[src/rtl/i2c_err_pkg.sv]
package i2c_err_pkg;

    localparam int ERR_N = 3;
    localparam int REG_W = 2 * ERR_N;

    // bit 2 = NACK, bit 1 = collision, bit 0 = time-out
    typedef struct packed {
        logic nack;
        logic bcl;
        logic tmo;
    } err_vec_t;

    typedef struct packed {
        logic stop_req;
        logic mod_rst;
        logic tgt_clr;
    } recov_t;

    function automatic logic any_err(input err_vec_t e);
        return |e;
    endfunction

    function automatic logic any_enabled(input err_vec_t e, input err_vec_t en);
        return |(e & en);
    endfunction

endpackage

[src/rtl/i2c_err_sync.sv]
module i2c_err_sync #(
    parameter int   STAGES  = 2,
    parameter logic RST_VAL = 1'b1
) (
    input  logic clk,
    input  logic rst,
    input  logic d,
    output logic q
);
    logic [STAGES-1:0] sh;

    always_ff @(posedge clk) begin
        if (rst) sh <= {STAGES{RST_VAL}};
        else     sh <= {sh[STAGES-2:0], d};
    end

    assign q = sh[STAGES-1];
endmodule

[src/rtl/i2c_err_tmo.sv]
module i2c_err_tmo #(
    parameter int CNT_W = 16
) (
    input  logic             clk,
    input  logic             rst,
    input  logic             tick,
    input  logic             scl_low,
    input  logic             active,
    input  logic [CNT_W-1:0] limit,
    output logic             expire
);
    logic [CNT_W-1:0] cnt;
    logic             armed;
    logic             at_last;

    assign armed   = active && scl_low && (limit != '0);
    assign at_last = (cnt >= limit - CNT_W'(1));
    assign expire  = armed && tick && at_last;

    always_ff @(posedge clk) begin
        if (rst || !armed) cnt <= '0;
        else if (expire)   cnt <= '0;
        else if (tick)     cnt <= cnt + CNT_W'(1);
    end

    // an idle module holds no partial count
    p_idle_clear_r1: assert property (@(posedge clk) disable iff (rst)
        !active |=> (cnt == '0));
endmodule

[src/rtl/i2c_err_flags.sv]
module i2c_err_flags
    import i2c_err_pkg::*;
(
    input  logic     clk,
    input  logic     rst,
    input  err_vec_t hw_set,
    input  logic     we,
    input  err_vec_t wflag,
    input  err_vec_t wen,
    output err_vec_t flags,
    output err_vec_t en,
    output logic     sum,
    output logic     irq
);
    logic [ERR_N-1:0] hw_v, wf_v, fl_v, fl_n;
    err_vec_t         flags_n, en_n;

    assign hw_v = hw_set;
    assign wf_v = wflag;
    assign fl_v = flags;

    for (genvar i = 0; i < ERR_N; i++) begin : g_bit
        assign fl_n[i] = hw_v[i] | (we ? wf_v[i] : fl_v[i]);
    end

    assign flags_n = fl_n;
    assign en_n    = we ? wen : en;

    always_ff @(posedge clk) begin
        if (rst) begin
            flags <= '0;
            en    <= '0;
            sum   <= 1'b0;
            irq   <= 1'b0;
        end else begin
            flags <= flags_n;
            en    <= en_n;
            sum   <= any_err(flags_n);
            irq   <= any_enabled(flags_n, en_n);
        end
    end

    // a hardware set is never lost to a write
    p_hw_wins_r7: assert property (@(posedge clk) disable iff (rst)
        (hw_set != '0) |=> ((flags & $past(hw_set)) == $past(hw_set)));
    // summary follows any flag
    p_sum_cover_r8: assert property (@(posedge clk) disable iff (rst)
        (flags != '0) |-> sum);
    p_sum_clear_r8: assert property (@(posedge clk) disable iff (rst)
        (flags == '0) |-> !sum);
    // request only with a flag present
    p_irq_sub_r9: assert property (@(posedge clk) disable iff (rst)
        irq |-> sum);
endmodule

[src/rtl/i2c_err_mon.sv]
module i2c_err_mon
    import i2c_err_pkg::*;
#(
    parameter int TMO_W       = 16,
    parameter int SYNC_STAGES = 2
) (
    input  logic             clk,
    input  logic             rst,
    input  logic             scl_in,
    input  logic             sda_in,
    input  logic             scl_rel,
    input  logic             sda_rel,
    input  logic             tgt_active,
    input  logic             ctl_active,
    input  logic             ack_slot,
    input  logic             tmo_tick,
    input  logic [TMO_W-1:0] tmo_limit,
    input  logic             reg_we,
    input  logic [5:0]       reg_wdata,
    output logic [5:0]       reg_rdata,
    output logic             err_sum,
    output logic             err_irq,
    output logic             tgt_clr,
    output logic             mod_rst,
    output logic             stop_req
);
    logic     scl_s, sda_s, scl_d, scl_rise;
    logic     role_on, expire;
    err_vec_t hw, flags, en;
    recov_t   recov_q;

    i2c_err_sync #(.STAGES(SYNC_STAGES), .RST_VAL(1'b1)) u_scl_sync (
        .clk(clk), .rst(rst), .d(scl_in), .q(scl_s));
    i2c_err_sync #(.STAGES(SYNC_STAGES), .RST_VAL(1'b1)) u_sda_sync (
        .clk(clk), .rst(rst), .d(sda_in), .q(sda_s));

    always_ff @(posedge clk) begin
        if (rst) scl_d <= 1'b1;
        else     scl_d <= scl_s;
    end

    assign scl_rise = scl_s & ~scl_d;
    assign role_on  = tgt_active | ctl_active;

    i2c_err_tmo #(.CNT_W(TMO_W)) u_tmo (
        .clk(clk), .rst(rst), .tick(tmo_tick), .scl_low(~scl_s),
        .active(role_on), .limit(tmo_limit), .expire(expire));

    assign hw.tmo  = expire;
    assign hw.bcl  = ~sda_s & sda_rel & scl_rel;
    assign hw.nack = scl_rise & ack_slot & role_on & sda_s;

    i2c_err_flags u_flags (
        .clk(clk), .rst(rst), .hw_set(hw), .we(reg_we),
        .wflag(err_vec_t'(reg_wdata[ERR_N-1:0])),
        .wen(err_vec_t'(reg_wdata[REG_W-1:ERR_N])),
        .flags(flags), .en(en), .sum(err_sum), .irq(err_irq));

    always_ff @(posedge clk) begin
        if (rst) begin
            recov_q <= '0;
        end else begin
            recov_q.tgt_clr  <= expire & tgt_active;
            recov_q.mod_rst  <= expire & tgt_active;
            recov_q.stop_req <= expire & ctl_active;
        end
    end

    assign tgt_clr   = recov_q.tgt_clr;
    assign mod_rst   = recov_q.mod_rst;
    assign stop_req  = recov_q.stop_req;
    assign reg_rdata = {en, flags};

    // reset request is a single-cycle pulse tied to a time-out flag
    p_rst_pulse_r3: assert property (@(posedge clk) disable iff (rst)
        mod_rst |=> !mod_rst);
    p_rst_flag_r3: assert property (@(posedge clk) disable iff (rst)
        mod_rst |-> (flags.tmo && err_sum));
    // stop request is a single-cycle pulse tied to a time-out flag
    p_stop_pulse_r4: assert property (@(posedge clk) disable iff (rst)
        stop_req |=> !stop_req);
    p_stop_flag_r4: assert property (@(posedge clk) disable iff (rst)
        stop_req |-> flags.tmo);
    // no NACK flag rises without a role active one edge earlier
    p_nack_role_r6: assert property (@(posedge clk) disable iff (rst)
        ($rose(flags.nack) && !$past(reg_we)) |-> $past(role_on));
endmodule

[config.mk]
export PLATFORM = sky130hd
export DESIGN_NAME = i2c_err_mon
export DESIGN_NICKNAME = d
export VERILOG_FILES = /design/src/rtl/i2c_err_pkg.sv /design/src/rtl/i2c_err_sync.sv /design/src/rtl/i2c_err_tmo.sv /design/src/rtl/i2c_err_flags.sv /design/src/rtl/i2c_err_mon.sv
export SDC_FILE = /design/constraint.sdc
export NUM_CORES = 1
export LEC_CHECK = 0
export CAP_MARGIN = 20
export CORE_ASPECT_RATIO = 1.75
export CORE_MARGIN = 4
export CORE_UTILIZATION = 45
export DETAILED_ROUTE_END_ITERATION = 7
export PLACE_DENSITY = 0.75
export SETUP_SLACK_MARGIN = 0.1
export SLEW_MARGIN = 10
export SYNTH_ARGS = -nofsm -noshare
export SYNTH_HDL_FRONTEND = slang
export SYNTH_SLANG_ARGS = --single-unit
export TNS_END_PERCENT = 100
[constraint.sdc]
create_clock -name clk -period 3.9 [get_ports clk]
set_input_delay 1.17 -clock clk [delete_from_list [all_inputs] [get_ports clk]]
set_output_delay 1.17 -clock clk [all_outputs]
set_load 0.02 [all_outputs]
Word-level counts from Yosys, hierarchy flattened
Index checks and enable logic that the tools add are counted.
- add/sub/neg operators: 2
- $lt $le $gt $ge: 1
- multiplexer cells: 4
- bitwise gates (word level): 16
- reduce and logical (&&, ||, !) cells: 10
- operator list (operator ; count):
    16-bit by 1-bit adder with 16-bit output (second input constant) ; 1
    16-bit >= comparator ; 1
    16-bit nonzero test ; 1
    16-bit by 1-bit subtractor with 16-bit output (second input constant) ; 1
    1-bit AND ; 8
    3-bit OR reduction ; 2
    1-bit logical AND ; 4
    1-bit OR ; 4
    3-bit AND ; 1
    1-bit two-way mux ; 3
    3-bit two-way mux ; 1
    1-bit NOT ; 3
    2-bit OR reduction ; 1
    1-bit zero test ; 1
    1-bit logical OR ; 1
- flip-flop bits (word level): 31
- logic and storage cells: 47

Longest topological paths before layout
- depth in word-level cells: 8
- mapped depth: 13
- depth with buffers taken out: 12

Cells and area by module
A second synthesis with hierarchy kept.
- cells, all modules: 224
- area, all modules: 1961.9 um2
- by module, submodules not included (module ; times used ; cells each ; area each (um2)):
    i2c_err_tmo ; 1 ; 168 ; 1385.1
    i2c_err_flags ; 1 ; 35 ; 331.6
    i2c_err_mon ; 1 ; 13 ; 140.1
    i2c_err_sync ; 2 ; 4 ; 52.6

Least setup slack after synthesis
Ideal clock, no wire load.
- path type: input -> register
- start point: in tmo_limit[3]
- end point: reg u_flags.irq
- setup time: 0.122 ns
- arrival: 3.608 ns
- required time: 3.778 ns
- setup slack: 0.170 ns
- stages on the path: 12
- cell sequence: or3_4 or4_4 nand3b_4 nor2_1 xnor2_1 ha_1 nand4_1 a211oi_1 a32oi_1 a21boi_1 buf_2 a221o_1
- word-level cells in the longest chain between the ends: 7
- RTL lines (what ; line ; RTL):
    start, declared ; i2c_err_mon.sv:17 ; input logic [TMO_W-1:0] tmo_limit,
    branches (longest 3 deep; another with 16-bit by 1-bit subtractor with 16-bit output) ; - ;
    1-bit logical AND (*) ; i2c_err_tmo.sv:18 ; assign expire = armed && tick && at_last;
    1-bit OR (*) ; i2c_err_flags.sv:23 ; assign fl_n[i] = hw_v[i] | (we ? wf_v[i] : fl_v[i]);
    3-bit AND (*) ; i2c_err_pkg.sv:24 ; return |(e & en);
    3-bit OR reduction (*) ; i2c_err_pkg.sv:24 ;
    end signal, assigned ; i2c_err_flags.sv:39 ; irq <= any_enabled(flags_n, en_n);
    end, declared ; i2c_err_flags.sv:13 ; output logic irq
Every way passes the cells marked *.
A chain may end at the register's enable or synchronous reset.

Final worst setup path
- start point: in tmo_limit[6]
- end point: reg u_flags.irq
Same word-level chain as after synthesis.

==> impl_metrics.json <==
{
  "antenna_left": 0,
  "design_area_sq_mm": 0.002838,
  "setup_violations": 0,
  "synth_ff_type": "dfxtp_1",
  "critPathKind": "in -> reg",
  "n_fill_cell": 347,
  "worstHoldStart": "u_sda_sync.sh[0]$_SDFF_PP1_",
  "routedWlPerCell_um": 13.88,
  "cts_tree": "done",
  "synth-edff-count": 0,
  "drive_gt1_frac": 0.2196,
  "endpoint_kind": "flip-flop",
  "drv_slew": 0,
  "path_max_fanout": 5,
  "worstSetupStartpointType": "input port",
  "grt_overflow": 0,
  "cts_hold_buf": 0,
  "place_area_sq_mm": 0.002601,
  "area_delta_synth_final_pct": 44.09,
  "setup_tns_ps": 0,
  "final_nets": 346,
  "clkTransAtPathRegs_ps": 60,
  "htreeDepth": 2,
  "first_global_vias": 1853,
  "synth_cells": 228,
  "slowest_stage": "clkdlybuf4s50_1",
  "dr.pass1.iters": 4,
  "antenna_found_initial": 0,
  "synth_warnings": 0,
  "worst_hold_path_type": "reg -> reg",
  "dpl.hpwl_mm": 3.850,
  "clock_latency_ps": 280,
  "core_sq_mm": 0.004189,
  "fin_worst_skew_ps": 3.402,
  "synth_area_per_cell_sq_um": 8.638,
  "ys_ff_latch": 31,
  "final_util": 0.6774,
  "cts_num_sinks": 31,
  "dp_worst_setup_slack_ps": -442.0,
  "synth_area_sq_mm": 0.001969,
  "slew-limit-headroom": 0.5688,
  "arrival_ps": 3940,
  "netlist-cell-type-count": 43,
  "fin_crit_ps": 3777,
  "reg2reg_slack_ps": 1630,
  "place_congestion": 0.8408,
  "cap_violations": 0,
  "fin_ws_ps": 122.7,
  "hold_viol": 0,
  "fin_crit_sh": 0.9685,
  "syn_nets": 279,
  "numPortBuffers": 43,
  "drc": 0,
  "die_area_sq_mm": 0.005541,
  "grt_first_pass_wirelength_mm": 8.197,
  "drt-initial-drc-count": 21,
  "startpoint": "tmo_limit[6]",
  "fmaxAchievable_ghz": 0.2647,
  "initial_core_util": 0.4701,
  "synthArstFlopShare": 0,
  "cellLeakagePower_nw": 1.162,
  "irDropWorstVdd_v": 0.0002426,
  "status": "finished clean",
  "crit_chain": "clkdlybuf4s50_1, nor4_4, nand4b_2, buf_4, nor2_1, xnor2_1, ha_1, nand4_1, nor2_1, a32oi_2, a21boi_1, buf_4, a221o_1",
  "num_io_pins": 44,
  "gr-usage-all-layers": 0.1914,
  "n_antenna_cell": 0,
  "required_ps": 4060,
  "via_per_inst": 5.357,
  "clock_path_buffers": 2,
  "wl_mm": 4.789,
  "grt_start_max_net_pins": 22,
  "fp.dieW_um": 58.01,
  "die_height_um": 95.52,
  "worst-slew-pin-transition_ps": 646.8,
  "cpPeakStageDelay_ps": 460,
  "vias": 1848,
  "cts_made_buffers": 5,
  "p_per_area_mw_per_mm2": 272.2,
  "clock-root-buffer": "clkbuf_8",
  "grt_setup_unrepaired": "yes",
  "ys_seq_area_frac": 0.3151,
  "reg2reg_from": "u_tmo.cnt[0]$_SDFFE_PP0P_",
  "rows": 31
}
==> timing repair <==
item / CTS / global route
setup buffers: 2 / 2
pin swaps: 11 / 14
gates resized for setup: 24 / 12
endpoints found under the setup margin: 20 / 21
endpoints found under the hold margin: 0 / 0
==> flip-flops by register name (all words and copies together), names as in the netlist <==
name and cells:
u_flags.flags 3, u_scl_sync.sh 2, u_tmo.cnt 16, stop_req 1, u_flags.en 3, tgt_clr 1
u_flags.irq 1, scl_d 1, u_flags.sum 1, u_sda_sync.sh 2
==> cell usage in the layout (no fill, tap or decap), types with 3 or more instances in the layout <==
master / Yosys / layout
mux2i_1: 7 / 7
dlymetal6s2s_1: 0 / 3
nor3b_2: 0 / 6
nor3_1: 4 / 4
nand2_1: 24 / 24
buf_4: 1 / 26
inv_1: 7 / 6
clkdlybuf4s50_1: 0 / 37
dfxtp_1: 31 / 31
or2_2: 5 / 5
ha_1: 18 / 17
nand3_1: 5 / 5
xnor2_1: 25 / 25
and3_1: 3 / 3
o21ai_0: 8 / 8
clkbuf_8: 0 / 6
nand4_1: 8 / 8
a21oi_1: 7 / 6
xor2_1: 3 / 3
nor2_1: 26 / 24
==> cell families (layout without fill, tap and decap cells) <==
group                      after synthesis  count (layout)  synth area share
AOI/OAI and AO/OA                       25              25           0.08260
xor gates and xnor gates                28              28            0.1245
DFF                                     31              31            0.3151
buffers and inverters                   17              85           0.03621
and+or+nand+nor                        102             102            0.2916
muxes                                    7               7           0.03558
adders and majority gates               18              18            0.1144
==> final cells by class <==
| class | count | area [sq um] | area share |
|---|---|---|---|
| tap | 49 | 61.31 | 0.02160 |
| timing repair buffer | 70 | 650.6 | 0.2293 |
| clock buffer | 6 | 82.58 | 0.02910 |
| multi-input combinational | 180 | 1361 | 0.4797 |
| sequential | 31 | 620.6 | 0.2187 |
| clock inverter | 2 | 35.03 | 0.01235 |
| inverter | 7 | 26.28 | 0.009259 |
==> cells in the mapped netlist (2+ instances only) <==
library cell  count  share of area
mux2i_1           7          0.036
nand2_1          24          0.046
nor2_1           26          0.050
a21oi_1           7          0.018
and4_1            2         0.0089
inv_1             7          0.013
xor2_1            3          0.013
dfxtp_1          31           0.32
nor2b_1           3         0.0095
nor3b_1           7          0.027
nand3_1           5          0.013
o21ai_0           8          0.020
xnor2_1          25           0.11
o2bb2ai_1         2         0.0089
or2_2             5          0.016
buf_2             3         0.0076
and3_1            3         0.0095
clkbuf_1          6          0.011
ha_1             18           0.11
nor3_1            4          0.010
nand4_1           8          0.025
and2_1            2         0.0064
nor4_1            2         0.0064
==> final timing paths <==
kind,end,cells past startpoint
hold / removal,u_sda_sync.sh[1]$_SDFF_PP1_,1
hold reg to reg,u_sda_sync.sh[1]$_SDFF_PP1_,1
setup / recovery,u_flags.irq$_SDFF_PP0_,13
setup reg to reg,u_flags.irq$_SDFF_PP0_,8
==> through the flow <==
step                cells  hold WS [ps]   power, W
global route          345         431.2  0.0008087
floorplan             228         389.5  0.0003852
global placement      333         395.0  0.0004544
finish                345         411.4  0.0007726
detailed placement    333         397.2  0.0004570
CTS                   343         414.9  0.0007797
==> power by group <==
group | total [W] | switching, W | internal (W)
clock network | 0.000321 | 0.000115 | 0.000206
logic | 0.000123 | 0.0000524 | 0.0000709
registers | 0.000328 | 0.00000320 | 0.000325
==> critical path: cells and delay by family <==
kind | cells | cell delay (ps)
AO/OA/AOI/OAI | 3 | 620
XOR/XNOR | 1 | 160
adder cells (fa/ha/maj) | 1 | 270
buffers and inverters | 3 | 810
AND/OR/NAND/NOR | 5 | 900
==> layer usage <==
| metal | vias up | share of wire | track usage |
|---|---|---|---|
| li1 | 928 | - | - |
| met1 | 873 | 0.35 | 0.1856 |
| met2 | 39 | 0.59 | 0.3802 |
| met3 | 8 | 0.032 | 0.02981 |
| met4 | 0 | 0.021 | 0.08511 |
| met5 | - | 0 | 0 |
Note: power is estimated with default switching activity, not from simulation.
